### src/rtl/i2c_chansel_pkg.sv
`timescale 1ns/1ps
package i2c_chansel_pkg;
  localparam int unsigned NCH    = 4;
  localparam int unsigned BYTE_W = 8;

  typedef enum logic [2:0] {
    ST_IDLE,
    ST_ADDR,
    ST_AACK,
    ST_WDATA,
    ST_WACK,
    ST_RDATA,
    ST_RACK,
    ST_WAIT
  } st_t;
endpackage

### src/rtl/i2c_chansel_filt.sv
`timescale 1ns/1ps
// Two-flop synchroniser followed by a persistence filter: the output
// follows the input only after FILT_CYC consecutive differing samples.
module i2c_chansel_filt #(
  parameter int unsigned FILT_CYC = 6,
  parameter bit          RST_VAL  = 1'b1
) (
  input  logic clk,
  input  logic clr,
  input  logic din,
  output logic dout
);
  localparam int unsigned CW = $clog2(FILT_CYC + 1);
  localparam logic [CW-1:0] CNT_LAST = CW'(FILT_CYC - 1);

  logic [1:0]    sync_q;
  logic [CW-1:0] cnt_q;

  always_ff @(posedge clk) begin
    if (clr) begin
      sync_q <= {2{RST_VAL}};
      dout   <= RST_VAL;
      cnt_q  <= '0;
    end else begin
      sync_q <= {sync_q[0], din};
      if (sync_q[1] != dout) begin
        if (cnt_q == CNT_LAST) begin
          dout  <= sync_q[1];
          cnt_q <= '0;
        end else begin
          cnt_q <= cnt_q + 1'b1;
        end
      end else begin
        cnt_q <= '0;
      end
    end
  end

  // a new output level must have been present at the synchroniser
  p_filt_follow_r7: assert property (@(posedge clk) disable iff (clr)
    (dout != $past(dout)) |-> ($past(sync_q[1]) == dout));
  // a change only happens when the persistence count is complete
  p_filt_persist_r7: assert property (@(posedge clk) disable iff (clr)
    (dout != $past(dout)) |-> ($past(cnt_q) == CNT_LAST));
endmodule

### src/rtl/i2c_chansel_cond.sv
`timescale 1ns/1ps
// Detects start/stop conditions and clock edges on the filtered lines.
module i2c_chansel_cond (
  input  logic clk,
  input  logic clr,
  input  logic scl,
  input  logic sda,
  output logic start_p,
  output logic stop_p,
  output logic rise_p,
  output logic fall_p
);
  logic scl_q, sda_q;

  always_ff @(posedge clk) begin
    if (clr) begin
      scl_q <= 1'b1;
      sda_q <= 1'b1;
    end else begin
      scl_q <= scl;
      sda_q <= sda;
    end
  end

  always_comb begin
    start_p = scl & scl_q & sda_q & ~sda;
    stop_p  = scl & scl_q & ~sda_q & sda;
    rise_p  = scl & ~scl_q;
    fall_p  = ~scl & scl_q;
  end
endmodule

### src/rtl/i2c_chansel_fsm.sv
`timescale 1ns/1ps
// Byte engine: address match, acknowledge, write capture, read shift-out
// and the pending-to-active selection transfer at stop.
module i2c_chansel_fsm
  import i2c_chansel_pkg::*;
#(
  parameter logic [4:0] ADDR_FIXED = 5'b11100
) (
  input  logic           clk,
  input  logic           clr,
  input  logic           sda,
  input  logic           start_p,
  input  logic           stop_p,
  input  logic           rise_p,
  input  logic           fall_p,
  input  logic [1:0]     strap,
  input  logic [NCH-1:0] irq_stat,
  output logic           sda_oe,
  output logic [NCH-1:0] chan_en
);
  localparam logic [3:0] BITS_DONE = 4'(BYTE_W);

  st_t              st;
  logic [BYTE_W-1:0] rx_q, tx_q;
  logic [3:0]        cnt_q;
  logic              rw_q, mack_q;
  logic [NCH-1:0]    pend_q;
  logic              pend_v;
  logic [BYTE_W-1:0] rd_byte;

  assign rd_byte = {irq_stat, chan_en};

  always_ff @(posedge clk) begin
    if (clr) begin
      st      <= ST_IDLE;
      rx_q    <= '0;
      tx_q    <= '0;
      cnt_q   <= '0;
      rw_q    <= 1'b0;
      mack_q  <= 1'b0;
      pend_q  <= '0;
      pend_v  <= 1'b0;
      sda_oe  <= 1'b0;
      chan_en <= '0;
    end else if (start_p) begin
      st     <= ST_ADDR;
      cnt_q  <= '0;
      sda_oe <= 1'b0;
    end else if (stop_p) begin
      st     <= ST_IDLE;
      sda_oe <= 1'b0;
      if (pend_v) begin
        chan_en <= pend_q;
        pend_v  <= 1'b0;
      end
    end else begin
      case (st)
        ST_ADDR, ST_WDATA: begin
          if (rise_p) begin
            rx_q  <= {rx_q[BYTE_W-2:0], sda};
            cnt_q <= cnt_q + 1'b1;
          end else if (fall_p && cnt_q == BITS_DONE) begin
            cnt_q <= '0;
            if (st == ST_ADDR) begin
              if (rx_q[7:1] == {ADDR_FIXED, strap}) begin
                sda_oe <= 1'b1;
                rw_q   <= rx_q[0];
                st     <= ST_AACK;
              end else begin
                st <= ST_WAIT;
              end
            end else begin
              pend_q <= rx_q[NCH-1:0];
              pend_v <= 1'b1;
              sda_oe <= 1'b1;
              st     <= ST_WACK;
            end
          end
        end
        ST_AACK: begin
          if (fall_p) begin
            if (rw_q) begin
              sda_oe <= ~rd_byte[BYTE_W-1];
              tx_q   <= {rd_byte[BYTE_W-2:0], 1'b0};
              cnt_q  <= 4'd1;
              st     <= ST_RDATA;
            end else begin
              sda_oe <= 1'b0;
              cnt_q  <= '0;
              st     <= ST_WDATA;
            end
          end
        end
        ST_WACK: begin
          if (fall_p) begin
            sda_oe <= 1'b0;
            cnt_q  <= '0;
            st     <= ST_WDATA;
          end
        end
        ST_RDATA: begin
          if (fall_p) begin
            if (cnt_q == BITS_DONE) begin
              sda_oe <= 1'b0;
              st     <= ST_RACK;
            end else begin
              sda_oe <= ~tx_q[BYTE_W-1];
              tx_q   <= {tx_q[BYTE_W-2:0], 1'b0};
              cnt_q  <= cnt_q + 1'b1;
            end
          end
        end
        ST_RACK: begin
          if (rise_p) begin
            mack_q <= ~sda;
          end else if (fall_p) begin
            if (mack_q) begin
              sda_oe <= ~rd_byte[BYTE_W-1];
              tx_q   <= {rd_byte[BYTE_W-2:0], 1'b0};
              cnt_q  <= 4'd1;
              st     <= ST_RDATA;
            end else begin
              st <= ST_WAIT;
            end
          end
        end
        default: ;
      endcase
    end
  end

  // an unmatched address never leads to SDA drive
  p_wait_quiet_r1: assert property (@(posedge clk) disable iff (clr)
    (st == ST_WAIT) |-> !sda_oe);
  // SDA is only driven in acknowledge or read-data phases
  p_oe_phase_r2: assert property (@(posedge clk) disable iff (clr)
    sda_oe |-> (st == ST_AACK || st == ST_WACK || st == ST_RDATA));
  // the enables move only in the cycle after a stop condition
  p_en_at_stop_r4: assert property (@(posedge clk) disable iff (clr)
    (chan_en != $past(chan_en)) |-> $past(stop_p));
  // SDA is released while the master answers the read byte
  p_rack_release_r6: assert property (@(posedge clk) disable iff (clr)
    (st == ST_RACK) |-> !sda_oe);
  // any start restarts address reception, enables untouched
  p_restart_r9: assert property (@(posedge clk) disable iff (clr)
    start_p |=> (st == ST_ADDR && !sda_oe && $stable(chan_en)));
endmodule

### src/rtl/i2c_chansel.sv
`timescale 1ns/1ps
module i2c_chansel
  import i2c_chansel_pkg::*;
#(
  parameter int unsigned CLK_PERIOD_NS = 10,
  parameter int unsigned SPIKE_NS      = 50,
  parameter logic [4:0]  ADDR_FIXED    = 5'b11100
) (
  input  logic           clk,
  input  logic           rst,
  input  logic           bus_rst_n,
  input  logic [1:0]     strap,
  input  logic           scl_i,
  input  logic           sda_i,
  input  logic [NCH-1:0] irq_n,
  output logic           sda_oe,
  output logic [NCH-1:0] chan_en
);
  localparam int unsigned FILT_CYC = SPIKE_NS / CLK_PERIOD_NS + 1;
  localparam int unsigned NLINE    = 2;

  logic [1:0]     brst_q;
  logic           clr;
  logic [NCH-1:0] irq_q1, irq_q2;
  logic [NLINE-1:0] line_raw, line_flt;
  logic start_p, stop_p, rise_p, fall_p;

  always_ff @(posedge clk) begin
    if (rst) brst_q <= 2'b11;
    else     brst_q <= {brst_q[0], bus_rst_n};
  end

  assign clr = rst | ~brst_q[1];

  always_ff @(posedge clk) begin
    if (clr) begin
      irq_q1 <= '1;
      irq_q2 <= '1;
    end else begin
      irq_q1 <= irq_n;
      irq_q2 <= irq_q1;
    end
  end

  assign line_raw = {sda_i, scl_i};

  for (genvar g = 0; g < NLINE; g++) begin : g_line
    i2c_chansel_filt #(.FILT_CYC(FILT_CYC), .RST_VAL(1'b1)) u_filt (
      .clk  (clk),
      .clr  (clr),
      .din  (line_raw[g]),
      .dout (line_flt[g])
    );
  end

  i2c_chansel_cond u_cond (
    .clk     (clk),
    .clr     (clr),
    .scl     (line_flt[0]),
    .sda     (line_flt[1]),
    .start_p (start_p),
    .stop_p  (stop_p),
    .rise_p  (rise_p),
    .fall_p  (fall_p)
  );

  i2c_chansel_fsm #(.ADDR_FIXED(ADDR_FIXED)) u_fsm (
    .clk      (clk),
    .clr      (clr),
    .sda      (line_flt[1]),
    .start_p  (start_p),
    .stop_p   (stop_p),
    .rise_p   (rise_p),
    .fall_p   (fall_p),
    .strap    (strap),
    .irq_stat (~irq_q2),
    .sda_oe   (sda_oe),
    .chan_en  (chan_en)
  );

  // the cycle after an external reset sample, outputs are cleared
  p_rst_clears_r8: assert property (@(posedge clk) disable iff (rst)
    $past(!brst_q[1]) |-> (chan_en == '0 && !sda_oe));
endmodule

### config.mk
export PLATFORM = sky130hd
export DESIGN_NAME = i2c_chansel
export DESIGN_NICKNAME = d
export VERILOG_FILES = /design/src/rtl/i2c_chansel_pkg.sv /design/src/rtl/i2c_chansel_filt.sv /design/src/rtl/i2c_chansel_cond.sv /design/src/rtl/i2c_chansel_fsm.sv /design/src/rtl/i2c_chansel.sv
export SDC_FILE = /design/constraint.sdc
export NUM_CORES = 1
export LEC_CHECK = 0
export BUFFER_PORTS_ARGS = -buffer_cell sky130_fd_sc_hd__buf_2
export CAP_MARGIN = 15
export CORE_UTILIZATION = 40
export CTS_BUF_LIST = sky130_fd_sc_hd__clkbuf_2 sky130_fd_sc_hd__clkbuf_4 sky130_fd_sc_hd__clkbuf_8
export DETAILED_ROUTE_END_ITERATION = 16
export HOLD_SLACK_MARGIN = 0.06
export SYNTH_ARGS = -nofsm -noshare
export SYNTH_HDL_FRONTEND = slang
export SYNTH_SLANG_ARGS = --single-unit
### constraint.sdc
create_clock -name clk -period 1.7 [get_ports clk]
set_input_delay 0.255 -clock clk [delete_from_list [all_inputs] [get_ports clk]]
set_output_delay 0.255 -clock clk [all_outputs]
set_load 0.02 [all_outputs]
==> summary.txt <==
Critical path
  • Bufs and invs on worst path: 2
  • CP Launch Type: flop
  • Req. time, crit path: 1.98 ns
  • Crit Path Category: flop to flop
  • Reg2reg path depth: 8
  • Worst path slowest cell: or3_4
  • R2R Path End: u_fsm.cnt_q[3]$_SDFFE_PP0P_
  • Critical path arrival: 1.97 ns
  • Critical R2R Launch: u_fsm.cnt_q[0]$_SDFFE_PP0P_
  • R2R setup slack: 0.009 ns
  • CP Cell Sequence: inv_2 -> ha_4 -> and3b_2 -> or3_4 -> o211ai_1 -> buf_4 -> nand3_2 -> a21oi_2
  • Delay-heaviest family, CP: simple AND/OR/NAND/NOR gates
  • Crit. End Element: flop
  • CP max stage delay: 0.34 ns
  • Maximum fanout along the worst path: 4

Route
  • WL/cell: 12.81 microns
  • 1st-pass router iterations: 4
  • Vias: 2080
  • Routed Antenna Nets: 0
  • DR vias/cell: 5.086
  • 1st-iter DRT viols: 88
  • DRT Wirelength: 5239 microns
  • # DRC: 0

Clock network
  • Clock Latency Late Sink: 0.34 ns
  • Number of buffers created by CTS: 9
  • Root buf cell: clkbuf_8
  • Clk buf depth: 2
  • Cts hold-fix bufs: 0
  • H-tree depth reported by CTS: 3
  • # clock sinks: 58
  • CTS clock-pin slew for the worst setup and hold paths: 0.07 ns
  • TritonCTS clock tree: yes

Global route
  • Initial antenna violation count: 0
  • First-pass GRT wire length: 8500 microns
  • Total track usage: 17.41%
  • Vias in the first global route: 1894
  • Overflow after GRT: 0
  • Largest net degree at the start of global routing: 28

Pwr
  • PnR Total Power: 2.700 mW
  • PD cells: 872.7 nW/um^2
  • NetSw: 0.6224 mW
  • Pleak: 1.262 nW
  • Clock power share: 46.3%
  • Internal power: 2.078 mW
  • Peak VDD IR: 611.4 uV
  • Comb power frac: 2.6%
  • Share of power burned in registers: 51.1%
  • Sw Share: 23.05%

STA
  • Worst slew pin tran: 0.3133 ns
  • Final Cycle Share: 99.47%
  • Clock Skews: 0.006012 ns
  • Minimum clock period: 1.691 ns
  • RSZ-0062 raised after global routing: yes
  • Setup violators final: 0
  • Final Hold Fails: 0
  • Fmax achieved: 591.4 MHz
  • Max transition margin: 78.92%
  • Pins Over Slew Limit: 0

Floorplanning
  • Io pins: 16
  • Die area: 6666 sq um
  • Die width: 81.65 microns
  • Rows: 28
  • Core area: 6026 sq um
  • Effective utilization at floorplan: 42.11%
  • Die height: 81.65 microns

Synthesis
  • Syn_area_per_cell: 8.601 sq um
  • Ys flop type: dfxtp_1
  • Number of synthesized flops with an enable pin: 0
  • Post-Syn Area: 2537 sq um
  • Ys async rst share: 0%
  • Register area share after synthesis: 45.76%
  • Post-synthesis cell type count: 47
  • Post-Synthesis Cells: 295
  • Syn. warnings: 0
  • Synth Register Bits: 58
  • Post-synthesis net count: 312

Run
  • Max_cap viols: 0

Min path
  • Hold path depth: 2
  • Hold/Removal Path Class: input pin to flop
  • Endpoint of the worst hold path: irq_q1[0]$_SDFF_PP1_
  • HP Start: irq_n[0]

Layout
  • Area Growth Syn to Fin: 21.94%
  • Share of cells above drive strength 1: 24.85%
  • Ant diodes: 0
  • # nets final: 346
  • Fillers: 592
  • Final Non-Filler Cells: 409

Place
  • Post-Place Cells: 390
  • Post-DP HPWL: 3477 microns
  • IO Port Bufs: 15
  • Gpl congestion: 0.8884

Outcome
  • Status: completed
==> per-layer routing <==
layer | vias up | wire length [microns] | part of all wire [%] | global-route usage (%)
met5 | - | 0 | 0 | 0
met4 | 0 | 208 | 4.0 | 11.05
met3 | 18 | 205 | 3.9 | 6.667
met2 | 41 | 2269 | 43 | 25.42
met1 | 949 | 2556 | 49 | 21.35
li1 | 1072 | - | - | -
==> cell type report <==
type                    count  area [sq um]  area share [%]
multi-input cells         212          1346           43.51
clock inverters             7         68.82           2.224
flip-flops and latches     58          1164           37.61
inverters                  10         37.54           1.213
clock buffers               9         123.9           4.003
repair buffers             38         260.3           8.411
well taps                  75         93.84           3.033
==> logic make-up after synthesis <==
family,Yosys count,share of synthesized area (%)
xor gates and xnor gates,5,1.726
adders and majority gates,6,2.959
muxes,18,7.248
DFF,58,45.76
and+or+nand+nor,131,25.40
AOI/OAI and AO/OA,52,12.72
buffers and inverters,25,4.191
==> sequential cells by signal, indices dropped and copies added, names as in the netlist, 3 cells and up <==
signal,flops
g_line.u_filt.cnt_q,6
g_line.u_filt.sync_q,4
irq_q1,4
irq_q2,4
u_fsm.chan_en,4
u_fsm.cnt_q,4
u_fsm.pend_q,4
u_fsm.rx_q,8
u_fsm.st,3
u_fsm.tx_q,7
==> power by group through the flow <==
stage	clock network, mW	logic [mW]	registers, mW
global route	1.34	0.0778	1.38
floorplan	0	0.0434	1.41
finish	1.25	0.0695	1.38
global placement	0	0.0685	1.41
CTS	1.29	0.0703	1.38
detailed placement	0	0.0691	1.41
==> repair_timing <==
action | 4_1_cts | 5_1_grt
buffers inserted | 0 | 3
gates resized for setup | 3 | 17
pin swaps | 1 | 4
endpoints found under the setup margin | 8 | 14
cloned | 0 | 0
==> synthesized netlist by cell type, drive strengths merged, types with 3 or more instances <==
cell type,count,share of area [%]
and2,4,0.99
dfxtp,58,46
mux2,3,1.3
xor2,3,1.0
nand4,3,0.74
inv,10,1.5
nand2b,18,4.4
clkbuf,9,1.4
buf,6,1.3
o21ai,6,1.2
a31oi,3,0.74
nand3,15,3.0
nor2,31,4.6
or2,4,0.99
nand2,36,5.3
mux2i,15,5.9
nor2b,5,1.2
ha,6,3.0
a21oi,26,5.1
nor3,4,0.79
==> cells in the final DEF (no fill, tap or decap), types with 4 or more instances in the layout <==
cell type | Yosys | final
buf_2 | 3 | 15
clkbuf_8 | 0 | 9
nand3_1 | 15 | 13
a21oi_1 | 26 | 23
dfxtp_1 | 58 | 56
buf_4 | 2 | 22
nand2_1 | 36 | 36
nand2b_1 | 18 | 18
o21ai_0 | 6 | 4
mux2i_1 | 15 | 15
ha_1 | 6 | 5
nor2_1 | 31 | 31
nor3_1 | 4 | 4
inv_1 | 10 | 8
==> worst max-delay path by stage <==
| stage | startpoint | endpoint | slack (ns) | cells after the start |
|---|---|---|---|---|
| 6_report | u_fsm.cnt_q[0]$_SDFFE_PP0P_ | u_fsm.cnt_q[3]$_SDFFE_PP0P_ | 0.009 | 8 |
| 5_1_grt | u_fsm.cnt_q[0]$_SDFFE_PP0P_ | u_fsm.sda_oe$_SDFFE_PP0P_ | -0.08 | 8 |
| 4_1_cts | u_fsm.cnt_q[1]$_SDFFE_PP0P_ | u_fsm.cnt_q[1]$_SDFFE_PP0P_ | 0.003 | 7 |
| 3_5_place_dp | u_fsm.cnt_q[1]$_SDFFE_PP0P_ | u_fsm.tx_q[2]$_SDFFE_PP0P_ | -0.007 | 7 |
| 3_3_place_gp | u_fsm.cnt_q[1]$_SDFFE_PP0P_ | u_fsm.tx_q[4]$_SDFFE_PP0P_ | 0.02 | 7 |
| 2_1_floorplan | u_fsm.cnt_q[1]$_SDFFE_PP0P_ | u_fsm.cnt_q[3]$_SDFFE_PP0P_ | 0.01 | 8 |
==> through the flow <==
step	TNS (ns)	setup WS [ns]	area (sq um)	util [%]	hold WS (ns)
after floorplan	0	0.01080	2554	-	0.3565
after global placement	0	0.02420	2816	46.74	0.3879
after detailed placement	-0.01291	-0.006534	2816	46.74	0.3936
after CTS	0	0.002653	3017	50.06	0.06604
after global routing	-0.2029	-0.08376	3094	51.35	0.07547
final	0	0.008999	3094	51.35	0.08517
No activity file was read; power rests on OpenSTA's default activity.
